File: src/rtl/clkseq_pkg.sv
package clkseq_pkg;
  localparam int SEL_W   = 2;
  localparam int NUM_SRC = 3;
  localparam int SRC_PRI = 0;
  localparam int SRC_SEC = 1;
  localparam int SRC_INT = 2;

  typedef enum logic [1:0] {
    MODE_PRI = 2'd0,
    MODE_SEC = 2'd1,
    MODE_RET = 2'd2,  // heading back to primary, still clocked from secondary
    MODE_INT = 2'd3
  } srcMode_t;

  typedef enum logic [1:0] {
    PWR_RUN   = 2'd0,
    PWR_IDLE  = 2'd1,
    PWR_SLEEP = 2'd2
  } pwrMode_t;

  // Control-to-datapath strobes: the state being entered on this edge
  typedef struct packed {
    srcMode_t modeNext;
    pwrMode_t pwrNext;
  } seqCmd_t;

  function automatic int srcIndex(input srcMode_t m);
    case (m)
      MODE_PRI: srcIndex = SRC_PRI;
      MODE_SEC: srcIndex = SRC_SEC;
      MODE_RET: srcIndex = SRC_SEC;
      default:  srcIndex = SRC_INT;
    endcase
  endfunction
endpackage

File: src/rtl/clkseq_ctrl.sv
module clkseq_ctrl
  import clkseq_pkg::*;
(
  input  logic             clk,
  input  logic             rstN,
  input  logic [SEL_W-1:0] selField,
  input  logic             idleEn,
  input  logic             sleepReq,
  input  logic             wakePulse,
  input  logic             priReady,
  input  logic             secEnable,
  input  logic             secReady,
  output seqCmd_t          cmd
);
  srcMode_t modeQ, modeD;
  pwrMode_t pwrQ, pwrD;

  logic wantInt, wantSec, secOk, switchOk;

  assign wantInt  = selField[SEL_W-1];
  assign wantSec  = (selField == 2'b01);
  assign secOk    = secEnable && secReady;
  // Source changes only while running, or on the wake edge itself
  assign switchOk = (pwrQ == PWR_RUN) || wakePulse;

  always_comb begin
    modeD = modeQ;
    if (switchOk) begin
      unique case (modeQ)
        MODE_PRI: begin
          if (wantInt)              modeD = MODE_INT;
          else if (wantSec && secOk) modeD = MODE_SEC;
        end
        MODE_SEC: begin
          if (wantInt)       modeD = MODE_INT;
          else if (!wantSec) modeD = MODE_RET;
        end
        MODE_RET: begin
          if (wantInt)       modeD = MODE_INT;
          else if (wantSec)  modeD = MODE_SEC;
          else if (priReady) modeD = MODE_PRI;
        end
        MODE_INT: begin
          if (!wantInt) begin
            if (!wantSec)   modeD = MODE_PRI;
            else if (secOk) modeD = MODE_SEC;
          end
        end
      endcase
    end
  end

  always_comb begin
    pwrD = pwrQ;
    case (pwrQ)
      PWR_RUN:  if (sleepReq) pwrD = idleEn ? PWR_IDLE : PWR_SLEEP;
      default:  if (wakePulse) pwrD = PWR_RUN;
    endcase
  end

  always_ff @(posedge clk or negedge rstN) begin
    if (!rstN) begin
      modeQ <= MODE_PRI;
      pwrQ  <= PWR_RUN;
    end else begin
      modeQ <= modeD;
      pwrQ  <= pwrD;
    end
  end

  assign cmd.modeNext = modeD;
  assign cmd.pwrNext  = pwrD;
endmodule

File: src/rtl/clkseq_dp.sv
module clkseq_dp
  import clkseq_pkg::*;
#(
  parameter int FREQ_W = 3
) (
  input  logic               clk,
  input  logic               rstN,
  input  seqCmd_t            cmd,
  input  logic               priReady,
  input  logic               secEnable,
  input  logic [FREQ_W-1:0]  intFreq,
  input  logic               intSrcSel,
  input  logic               intStable,
  output logic [NUM_SRC-1:0] srcSel,
  output logic               priOscEn,
  output logic               secOscEn,
  output logic               intOscEn,
  output logic               lowFreqActive,
  output logic               coreClkEn,
  output logic               periClkEn,
  output logic               secRunFlag,
  output logic               priStableFlag,
  output logic               intFastStable
);
  localparam logic [NUM_SRC-1:0] SRC_RESET = NUM_SRC'(1) << SRC_PRI;

  logic [NUM_SRC-1:0] srcSelD;
  logic intOscEnD;

  for (genvar i = 0; i < NUM_SRC; i++) begin : g_srcDecode
    assign srcSelD[i] = (srcIndex(cmd.modeNext) == i);
  end

  assign intOscEnD = (|intFreq) || intSrcSel;

  always_ff @(posedge clk or negedge rstN) begin
    if (!rstN) begin
      srcSel        <= SRC_RESET;
      priOscEn      <= 1'b1;
      secOscEn      <= 1'b0;
      intOscEn      <= 1'b0;
      lowFreqActive <= 1'b0;
      coreClkEn     <= 1'b1;
      periClkEn     <= 1'b1;
      secRunFlag    <= 1'b0;
      priStableFlag <= 1'b0;
      intFastStable <= 1'b0;
    end else begin
      srcSel        <= srcSelD;
      priOscEn      <= (cmd.modeNext == MODE_PRI) || (cmd.modeNext == MODE_RET);
      secOscEn      <= secEnable || srcSelD[SRC_SEC];
      intOscEn      <= intOscEnD;
      lowFreqActive <= srcSelD[SRC_INT] && !intOscEnD;
      coreClkEn     <= (cmd.pwrNext == PWR_RUN);
      periClkEn     <= (cmd.pwrNext != PWR_SLEEP);
      secRunFlag    <= srcSelD[SRC_SEC];
      priStableFlag <= (cmd.modeNext == MODE_PRI) && priReady;
      // stable only after the enable has been out for at least one cycle
      intFastStable <= intOscEnD && intOscEn && intStable;
    end
  end
endmodule

File: src/rtl/clkseq_top.sv
module clkseq_top
  import clkseq_pkg::*;
#(
  parameter int FREQ_W = 3
) (
  input  logic              clk,
  input  logic              rstN,
  input  logic [1:0]        selField,
  input  logic              idleEn,
  input  logic              sleepReq,
  input  logic              wakePulse,
  input  logic              priReady,
  input  logic              secEnable,
  input  logic              secReady,
  input  logic [FREQ_W-1:0] intFreq,
  input  logic              intSrcSel,
  input  logic              intStable,
  output logic [2:0]        srcSel,
  output logic              priOscEn,
  output logic              secOscEn,
  output logic              intOscEn,
  output logic              lowFreqActive,
  output logic              coreClkEn,
  output logic              periClkEn,
  output logic              secRunFlag,
  output logic              priStableFlag,
  output logic              intFastStable
);
  seqCmd_t cmd;

  clkseq_ctrl i_ctrl (
    .clk       (clk),
    .rstN      (rstN),
    .selField  (selField),
    .idleEn    (idleEn),
    .sleepReq  (sleepReq),
    .wakePulse (wakePulse),
    .priReady  (priReady),
    .secEnable (secEnable),
    .secReady  (secReady),
    .cmd       (cmd)
  );

  clkseq_dp #(.FREQ_W(FREQ_W)) i_dp (
    .clk           (clk),
    .rstN          (rstN),
    .cmd           (cmd),
    .priReady      (priReady),
    .secEnable     (secEnable),
    .intFreq       (intFreq),
    .intSrcSel     (intSrcSel),
    .intStable     (intStable),
    .srcSel        (srcSel),
    .priOscEn      (priOscEn),
    .secOscEn      (secOscEn),
    .intOscEn      (intOscEn),
    .lowFreqActive (lowFreqActive),
    .coreClkEn     (coreClkEn),
    .periClkEn     (periClkEn),
    .secRunFlag    (secRunFlag),
    .priStableFlag (priStableFlag),
    .intFastStable (intFastStable)
  );
endmodule

File: config.mk
export PLATFORM = sky130hd
export DESIGN_NAME = clkseq_top
export DESIGN_NICKNAME = d
export VERILOG_FILES = /design/src/rtl/clkseq_pkg.sv /design/src/rtl/clkseq_ctrl.sv /design/src/rtl/clkseq_dp.sv /design/src/rtl/clkseq_top.sv
export SDC_FILE = /design/constraint.sdc
export NUM_CORES = 1
export LEC_CHECK = 0
export BUFFER_PORTS_ARGS = -buffer_cell sky130_fd_sc_hd__clkbuf_2
export CORE_MARGIN = 2
export CORE_UTILIZATION = 47
export DETAILED_ROUTE_END_ITERATION = 16
export PLACE_DENSITY = 0.79
export SYNTH_ARGS = -nofsm -noshare
export SYNTH_HDL_FRONTEND = slang
export SYNTH_HIERARCHICAL = 1
export SYNTH_SLANG_ARGS = --single-unit
File: constraint.sdc
create_clock -name clk -period 2.9 [get_ports clk]
set_input_delay 0.29 -clock clk [delete_from_list [all_inputs] [get_ports clk]]
set_output_delay 0.29 -clock clk [all_outputs]
set_load 0.01 [all_outputs]
After elaboration in Yosys (flattened, before gate mapping) --
Index checks and enable logic that the tools add are counted.
Storage, ports and cells: register bits 16, latch bits 0, RAM bits 0, memory bits (read-only) 0, output and inout port bits 12, word-level logic and storage cells 56, memories 0
Cells by class: add/subtract/negate cells 0, multiply operators 0, div/mod/pow operators 0, $lt $le $gt $ge 0, equal/unequal tests 9, shifts and indexed selects 0, mux-type cells 17, bitwise logic cells 0, reduce and logical (&&, ||, !) cells 18
Operators by type and width (count):
- $logic_not 32->1 | 1
- $mux 2 | 15
- $eq 2x1->1 const B | 4
- $eq 2x2->1 const B | 4
- $logic_not 2->1 | 4
- $pmux 2 s4 | 1
- $logic_and 1x1->1 | 6
- $logic_or 1x1->1 | 4
- $pmux 2 s2 | 1
- $reduce_or 3->1 | 1
- $ne 2x2->1 const B | 1
- $reduce_or 2->1 | 1
- $logic_not 1->1 | 1

Longest topological paths before layout --
depth after elaboration 11, mapped depth 6

Hierarchy --
Netlist, hierarchy kept.
By module, submodules not included:
- clkseq_dp | times used 1, cells each 27, area an instance 399.1 um2, sequential area each 280.3 um2
- clkseq_ctrl | times used 1, cells each 22, area an instance 222.7 um2, sequential area each 100.1 um2

Worst setup path after synthesis --
No wires, ideal clock.
path type register to register, start register i_ctrl.modeQ[0], end register i_dp.secOscEn, setup time 0.127 ns, data arrival time 1.591 ns, required time 2.773 ns, slack 1.182 ns, cell stages (with the launch flop) 7, path buffers 0, clock period less this slack 1.718 ns, cell sequence dfrtp_1 > nor3b_1 > o21ai_0 > a31oi_1 > inv_1 > ha_1 > or2_2
RTL lines:
- from (decl) | RTL line clkseq_ctrl.sv:15 | srcMode_t modeQ, modeD;
- from (signal assigned) | RTL line clkseq_ctrl.sv:66 | modeQ <= modeD;
- to (signal assigned) | RTL line clkseq_dp.sv:51 | secOscEn <= secEnable || srcSelD[SRC_SEC];
- to (decl) | RTL line clkseq_dp.sv:16 | output logic secOscEn,

==> impl_metrics.yaml <==
critical_path:
  crit_path_cell_trace: "nor3b_1, o21ai_0, a31oi_1, inv_1, ha_1, or2_2"
  critPathMaxFanout: 5
  cp-start-kind: "flop"
  critPathKind: "reg -> reg"
  slowest_stage: "dfrtp_1"
  endpoint_kind: "flop"
  critPathRequiredTime_ps: 3080
  cp_slowest_stage_delay_ps: 420
  cp_data_arrival_time_ps: 2100
die:
  dieWidth_um: 40.4
  core_um2: 1270
  start_util_pct: 49.0
  die_h_um: 40.4
  core.rowCount: 13
  die_area_um2: 1630
  io_pins: 27
clock_tree:
  cts-resized-gates: 0
  cts_setup_buffers: 0
  clockRootBuffer: "clkbuf_4"
  clock_sinks: 15
  cts_tree: "built"
  clk_pin_slew_worst_paths_ps: 90
  htreeDepth: 1
  cts_buffers: 3
  clock_latency_ps: 280
  cts_buffer_depth: 2
place:
  finalWeightedCongestion: 0.714
  io_buffers: 26
  place_area_um2: 763
  place_ws_ps: 957
  place_hpwl_um: 862
synth:
  yosys_warnings: 6
  syn-cell-area_um2: 622
  synth_nets: 68
  synth-seq-cells: 15
  syn_avg_cell_area_um2: 12.7
  synthArstFlopShare_pct: 100
  yosysMostFrequentCell: "dfrtp_1"
  synth.distinct_cells: 22
  yosysTopAreaCell: "dfrtp_1"
  yosys-top-cells-count: "dfrtp_1 (11), inv_1 (5), nor2_1 (5)"
  yosys-top-cells-area: "dfrtp_1 (44%), dfstp_2 (17%), ha_1 (8.0%)"
  synth_edf_count: 0
  synth_ff_type: "dfrtp_1"
  ys_seq_area_share_pct: 61.2
  synth_cells: 49
  yosysTopAreaCellShare_pct: 44.3
routing:
  ant_nets: 0
  wire_per_inst_um: 11.8
  wl_um: 1110
  vias: 465
  first_pass_iters: 4
  drtIter0Drc: 5
  drc_errors: 0
  vias_per_cell: 4.95
finish:
  fin_area_um2: 801
  num_antenna_cells: 0
  drive_gt1_share_pct: 49.4
  layout.nets: 99
  utilization_pct: 63.1
  syn_to_final_growth_pct: 28.8
timing:
  slew_headroom_pct: 76.1
  fin_ws_ps: 971
  setup_tns_ps: 0
  period_minus_slack_ps: 1930
  skew_ps: 1.53
  fin_crit_sh_pct: 66.5
  report.final.hold_viol_count: 0
  rsz0062_at_grt: "no"
  fmax_ghz: 0.518
  setup_viol: 0
  slew_viol_final: 0
  worstMarginPinSlew_ps: 356
  timing.hold.ws_ps: 209
grt:
  gr-total-overflow: 0
  grt_pass1_vias: 388
  grt_max_degree: 16
  grt_pass1_wl_um: 1580
  grt_usage_pct: 16.4
  antenna_found_initial: 0
power:
  irDropWorstVdd_mv: 0.359
  p_leak_uw: 0.000422
  power-per-cell-area_nw_per_um2: 613
job:
  cap_violations: 0
hold_path:
  hp-class: "in -> reg"
outcome:
  status: "finished clean"
[registers in the layout, summed over array words and instances (netlist names)]
register,count
i_dp/intFastStable,1
i_dp/lowFreqActive,1
i_dp/intOscEn,1
i_dp/priStableFlag,1
i_dp/coreClkEn,1
i_dp/srcSel,3
i_dp/priOscEn,1
i_ctrl/pwrQ,2
i_ctrl/modeQ,2
i_dp/periClkEn,1
i_dp/secOscEn,1
[worst paths after layout]
check,depth (start not counted),startpoint,slack (ps),endpoint
worst max-delay path,6,i_ctrl/modeQ[0],970,i_dp/secOscEn
worst min-delay path,2,secEnable,210,i_dp/secOscEn
worst max register to register,6,i_ctrl/modeQ[0],970,i_dp/secOscEn
worst min register to register,1,i_dp/intOscEn,510,i_dp/intFastStable
max in group asynchronous,2,rstN,2170,i_dp/priOscEn
min in group asynchronous,2,rstN,430,i_dp/priStableFlag
[repair_timing]
| item | in CTS | in global routing |
|---|---|---|
| hold buffers | 1 | 0 |
| hold endpoints to repair | 11 | 0 |
| setup endpoints to repair | 0 | 0 |
[area by class of cell]
| type | count | area, um^2 |
|---|---|---|
| Inverter | 5 | 18.8 |
| Clock inverter | 1 | 5.00 |
| Tap cell | 15 | 18.8 |
| Timing Repair Buffer | 27 | 140 |
| Sequential cell | 15 | 380 |
| Multi-Input combinational cell | 28 | 215 |
| Fill cell | 110 | 468 |
| Clock buffer | 3 | 22.5 |
[cells in the final DEF (no fill, tap or decap), drive strengths merged]
master,instances
or4,1
and2b,1
clkinv,1
dfrtp,11
inv,5
o21ai,2
a22oi,1
o21bai,1
clkbuf,29
o22a,1
a41oi,1
nand2,1
nand2b,1
ha,4
a31oi,1
nor3b,1
mux2i,1
dlygate4sd3,1
nand3,2
or2,2
and2,1
and3,1
nor2,5
dfstp,4
[power breakdown]
| group | switching, uW | leakage (uW) | internal, uW |
|---|---|---|---|
| sequential | 16.5 | 0.000172 | 245 |
| combinational | 59.3 | 0.000232 | 51.6 |
| clock | 67.3 | 0.0000177 | 51.3 |
| total | 143 | 0.000422 | 348 |
[layer usage]
metal / share of wire, % / up-vias / GRT usage, % / wire [um]
met5: 0 / - / 0 / 0
li1: - / 223 / - / -
met1: 38 / 216 / 16.8 / 417
met4: 4.0 / 0 / 17.5 / 44
met2: 52 / 22 / 26.2 / 581
met3: 5.9 / 4 / 3.33 / 65
[critical path: cells and delay by family, from the launching register on]
| kind | cells | cell delay (ps) |
|---|---|---|
| AND/OR/NAND/NOR | 2 | 500 |
| adder cells (fa/ha/maj) | 1 | 310 |
| buffers and inverters | 1 | 120 |
| AO/OA/AOI/OAI | 2 | 460 |
| flip-flops | 1 | 420 |
[cells by family after synthesis]
logic type                 count (synthesis)  synth area share (%)
buffers and inverters                      6                  4.23
DFF                                       15                  61.2
and+or+nand+nor                           16                  14.5
AOI/OAI and AO/OA                          7                  10.5
adders and majority gates                  4                  8.05
muxes                                      1                  1.61
[through the flow]
step                      cells  power [uW]
after global routing         94         523
after CTS                    94         498
after detailed placement     89         377
final                        94         491
after global placement       89         371
after floorplan              49         331
(Power assumes the default switching activity.)
